**src/rtl/jsc_pkg.sv**
```systemverilog
package jsc_pkg;

  localparam int SEG_W = 7;
  typedef logic [SEG_W-1:0] seg_t;

  // Bit 0 = a ... bit 6 = g; 6 and 9 carry their tails.
  function automatic seg_t digit_glyph(input int unsigned d);
    seg_t g;
    case (d)
      0: g = 7'h3F;
      1: g = 7'h06;
      2: g = 7'h5B;
      3: g = 7'h4F;
      4: g = 7'h66;
      5: g = 7'h6D;
      6: g = 7'h7D;
      7: g = 7'h07;
      8: g = 7'h7F;
      9: g = 7'h6F;
      default: g = '0;
    endcase
    return g;
  endfunction

endpackage

```
**src/rtl/jsc_advance_detect.sv**
```systemverilog
module jsc_advance_detect (
  input  logic clk,
  input  logic cnt_clk_i,
  input  logic cnt_inh_i,
  output logic advance_o
);

  logic clk_q;
  logic inh_q;

  // Previous samples track the inputs every cycle, including during reset,
  // so a level held through reset never looks like an edge afterwards.
  always_ff @(posedge clk) begin
    clk_q <= cnt_clk_i;
    inh_q <= cnt_inh_i;
  end

  logic rise_clk_path;
  logic fall_inh_path;

  assign rise_clk_path = cnt_clk_i & ~clk_q & ~cnt_inh_i;
  assign fall_inh_path = cnt_clk_i & inh_q & ~cnt_inh_i;
  assign advance_o     = rise_clk_path | fall_inh_path;

endmodule

```
**src/rtl/jsc_ring.sv**
```systemverilog
module jsc_ring #(
  parameter int STAGES = 5
) (
  input  logic              clk,
  input  logic              rst,
  input  logic              advance_i,
  output logic [STAGES-1:0] state_o
);

  localparam int PAIRS = STAGES - 1;

  logic [STAGES-1:0] state_q;
  logic [STAGES-1:0] state_d;
  logic [PAIRS-1:0]  flips;
  logic              legal;

  // A legal Johnson code has at most one boundary between ones and zeros.
  for (genvar i = 0; i < PAIRS; i++) begin : g_pair
    assign flips[i] = state_q[i] ^ state_q[i+1];
  end

  assign legal = ((flips & (flips - PAIRS'(1))) == '0);

  always_comb begin
    state_d = state_q;
    if (advance_i) begin
      if (legal) state_d = {state_q[STAGES-2:0], ~state_q[STAGES-1]};
      else       state_d = '0;
    end
  end

  always_ff @(posedge clk) begin
    if (rst) state_q <= '0;
    else     state_q <= state_d;
  end

  assign state_o = state_q;

endmodule

```
**src/rtl/jsc_decode.sv**
```systemverilog
module jsc_decode
  import jsc_pkg::*;
#(
  parameter int STAGES = 5
) (
  input  logic [STAGES-1:0] state_i,
  input  logic              disp_en_i,
  output seg_t              seg_o,
  output logic              seg_c_raw_o,
  output logic              carry_o
);

  localparam int COUNT_LEN = 2 * STAGES;

  logic [COUNT_LEN-1:0] hot;

  // Each count is identified by one pair of stage bits.
  assign hot[0]      = ~state_i[0] & ~state_i[STAGES-1];
  assign hot[STAGES] =  state_i[0] &  state_i[STAGES-1];
  for (genvar k = 1; k < STAGES; k++) begin : g_hot
    assign hot[k]          =  state_i[k-1] & ~state_i[k];
    assign hot[STAGES + k] = ~state_i[k-1] &  state_i[k];
  end

  seg_t raw;
  always_comb begin
    raw = '0;
    for (int k = 0; k < COUNT_LEN; k++) begin
      if (hot[k]) raw = raw | digit_glyph(k);
    end
  end

  assign seg_o       = disp_en_i ? raw : '0;
  assign seg_c_raw_o = raw[2];
  assign carry_o     = ~state_i[STAGES-1];

endmodule

```
**src/rtl/johnson_seg_counter.sv**
```systemverilog
module johnson_seg_counter
  import jsc_pkg::*;
#(
  parameter int STAGES = 5
) (
  input  logic             clk,
  input  logic             rst,
  input  logic             cnt_clk_i,
  input  logic             cnt_inh_i,
  input  logic             disp_en_i,
  output logic [SEG_W-1:0] seg_o,
  output logic             carry_o,
  output logic             disp_en_o,
  output logic             seg_c_raw_o
);

  logic              advance;
  logic [STAGES-1:0] ring_state;

  jsc_advance_detect u_edge (
    .clk       (clk),
    .cnt_clk_i (cnt_clk_i),
    .cnt_inh_i (cnt_inh_i),
    .advance_o (advance)
  );

  jsc_ring #(.STAGES(STAGES)) u_ring (
    .clk       (clk),
    .rst       (rst),
    .advance_i (advance),
    .state_o   (ring_state)
  );

  jsc_decode #(.STAGES(STAGES)) u_dec (
    .state_i     (ring_state),
    .disp_en_i   (disp_en_i),
    .seg_o       (seg_o),
    .seg_c_raw_o (seg_c_raw_o),
    .carry_o     (carry_o)
  );

  assign disp_en_o = disp_en_i;

endmodule

```
**config.mk**
```make
export PLATFORM = sky130hd
export DESIGN_NAME = johnson_seg_counter
export DESIGN_NICKNAME = d
export VERILOG_FILES = /design/src/rtl/jsc_pkg.sv /design/src/rtl/jsc_advance_detect.sv /design/src/rtl/jsc_ring.sv /design/src/rtl/jsc_decode.sv /design/src/rtl/johnson_seg_counter.sv
export SDC_FILE = /design/constraint.sdc
export NUM_CORES = 1
export LEC_CHECK = 0
export ABC_AREA = 1
export BUFFER_PORTS_ARGS = -buffer_cell sky130_fd_sc_hd__buf_4
export CAP_MARGIN = 20
export CORE_AREA = 4 4 41 43
export CTS_CLUSTER_SIZE = 40
export DETAILED_ROUTE_END_ITERATION = 8
export DIE_AREA = 0 0 45 47
export GPL_ROUTABILITY_DRIVEN = 0
export MAX_ROUTING_LAYER = met4
export PLACE_DENSITY = 0.59
export SLEW_MARGIN = 30
export SYNTH_ARGS = -nofsm -noshare
export SYNTH_HDL_FRONTEND = slang
export SYNTH_HIERARCHICAL = 1
export SYNTH_SLANG_ARGS = --single-unit
```
**constraint.sdc**
```tcl
create_clock -name clk -period 2.1 [get_ports clk]
set_input_delay 0 -clock clk [delete_from_list [all_inputs] [get_ports clk]]
set_output_delay 0 -clock clk [all_outputs]
set_load 0.02 [all_outputs]
```
==> reports/results.tsv <==
stage	metric	value	unit
clocking	CTS sink count	7	
finish	Final Util	50.0	%
drt	routed via count	556	
setup_path	critical path endpoint category	primary output	
floorplan	die area	2120	µm²
finish	Final nets	110	
grt	met2 Track Usage GR	22.0	%
grt	Tot GR Track Use	14.6	%
finish	layout cells sized above 1	23.1	%
clocking	post-CTS resize count	0	
floorplan	Initial Utilization	37.8	%
timing	Pins Over Slew Limit	0	
floorplan	Rows	13	
timing	worst setup margin	0.640	ns
drt	ANT nets after route	0	
grt	largest net degree at the start of global routing	13	
clocking	CTS tree	done	
timing	Least-Margin Pin Slew	0.489	ns
place	placed cell area	604	µm²
synthesis	Cells after Synth	86	
place	# placed instances	113	
synthesis	Cell Area, Synth	492	µm²
timing	endpoints failing setup	0	
hold_path	HP Class	input pin to flop	
drt	DR vias/cell	4.67	
timing	max frequency	0.685	GHz
synthesis	Cell variety after synth	15	
timing	setup TNS	0	ns
grt	met3 GRT Util	4.60	%
outcome	outcome	complete, no violations	
synthesis	Seq/Total Area, Yosys	28.5	%
floorplan	DIE HEIGHT	47	µm
drt	final wirelength	1.19	mm
clocking	Clock Tree Root	clkbuf_4	
setup_path	required time worst endpoint	2.10	ns
finish	Area Overhead vs Synth	32.3	%
timing	Slew HR	67.3	%
grt	M1 GR Usage	16.2	%
finish	antenna cells	0	
grt	global-route wire length before repair	2.10	mm
floorplan	Die W	45	µm
timing	Worst Clk Skew	0.00122	ns
timing	Final min period	1.46	ns
clocking	htree depth	1	
finish	post-route insts no fill	119	
synthesis	Yosys reg bits	7	
drt	Avg WL per Cell	10.0	µm
grt	GRT Max-Usage Layer	met2	
power	pwr dens	636	nW/µm²
power	Max VDD drop	0.259	mV
grt	Remaining Overflow, GRT	0	
clocking	clock-pin slew on the worst setup and hold paths	0.05	ns
power	leakage	0.000327	µW
synthesis	Avg Inst Size Synth	5.72	µm²
timing	Final period util	69.5	%
clocking	Clock Tree Buf Depth	2	
place	Port Buf Inserts	14	
synthesis	yosys warns	6	
place	post-DP HPWL	883	µm
clocking	worst skew pair latency	0.26	ns
drt	drt drc	0	
timing	RSZ-0062 raised after global routing	false	
timing	final hold vios	0	
run	Max-Cap Viols	0	
setup_path	critical path class	flop to primary output	
grt	vias in the first global route	505	
finish	post-route cell area	651	µm²
setup_path	Arrival @ worst endpoint	1.46	ns
synthesis	net count after synthesis	91	
place	Setup WS pre-CTS	0.872	ns
floorplan	IO Count	15	
floorplan	CORE AREA	1300	µm²
setup_path	Critical Path Fanout Max	8	
clocking	cts bufs inserted	3	
setup_path	CP startpoint kind	flop	
grt	initial antenna violation count	0	
drt	drt pass-1 iters	4	
drt	initial DRC count	8	
critical path: stages, from the launching register on:
cell and delay, ns:
dfxtp_1 0.49, inv_2 0.10, nand2_1 0.10, nand2_1 0.08
nor2_2 0.10, nand2_1 0.06, nand2_1 0.07, nand2_1 0.05
buf_4 0.15
cells by family (layout without fill, tap and decap cells):
| logic type | count (synthesis) | in the layout | share of synthesized area [%] |
|---|---|---|---|
| AOI/OAI and AO/OA | 17 | 17 | 17.3 |
| and+or+nand+nor | 47 | 47 | 42.0 |
| buffers and inverters | 15 | 33 | 12.2 |
| DFF | 7 | 7 | 28.5 |
timing repair:
item | 4_1_cts | 5_1_grt
hold endpoints to repair | 2 | 0
hold buffers | 2 | 0
setup buffers | 0 | 0
registers in the layout, indices dropped and copies added, names as in the netlist:
register / count
u_ring/state_o: 5
u_edge/inh_q: 1
u_edge/clk_q: 1
path summary, 6_finish.rpt:
| path | startpoint | to | slack (ns) | cells past startpoint |
|---|---|---|---|---|
| worst max-delay path | u_ring/state_o[2] | seg_o[0] | 0.64 | 8 |
| worst min-delay path | rst | u_ring/state_o[2] | 0.05 | 4 |
| worst max register to register | u_ring/state_o[4] | u_ring/state_o[4] | 0.85 | 5 |
| worst min register to register | u_ring/state_o[0] | u_ring/state_o[1] | 0.56 | 2 |
final cells by class:
class | count | area, µm²
inverter | 13 | 48.8
tap | 15 | 18.8
timing repair buffer | 16 | 125
multi-input combinational | 64 | 292
clock buffer | 4 | 26.3
sequential | 7 | 140
fill | 146 | 651
metal layers:
| layer | wire (µm) | vias to the layer above |
|---|---|---|
| met2 | 563 | 19 |
| li1 | - | 307 |
| met1 | 520 | 227 |
| met3 | 78 | 3 |
| met4 | 28 | 0 |
| met5 | 0 | - |
placed cells by master, fill, tap and decap left out, types with 3 or more instances in the layout:
| cell type | n |
|---|---|
| nor2_1 | 10 |
| nand2_1 | 23 |
| dfxtp_1 | 7 |
| buf_4 | 14 |
| inv_1 | 10 |
| a21oi_1 | 10 |
| o21ai_0 | 7 |
| nand3_1 | 8 |
| clkbuf_4 | 3 |
synthesized netlist by cell type:
master     n  area (µm²)
a21oi_1   10        50.1
buf_1      1        3.75
buf_4      1        7.51
clkinv_1   1        3.75
dfxtp_1    7         140
inv_1     10        37.5
inv_2      2        7.51
nand2_1   23        86.3
nand2_2    2        12.5
nand3_1    8        40.0
nand4_1    1        6.26
nor2_1    10        37.5
nor2_2     2        12.5
nor2_4     1        11.3
o21ai_0    7        35.0
per-stage QoR:
stage               power (µW)  hold slack [ns]
floorplan                  244           0.0277
global placement           289            0.117
detailed placement         290            0.118
CTS                        422           0.0273
global route               455           0.0540
finish                     414           0.0451
where the power goes:
group / switching (µW) / total, µW / internal (µW) / leakage [µW]
clock network: 51.9 / 125 / 72.6 / 0.0000150
registers: 14.4 / 156 / 141 / 0.0000579
logic: 78.7 / 134 / 55.0 / 0.000254
total: 145 / 414 / 269 / 0.000327
(Power assumes the default switching activity.)
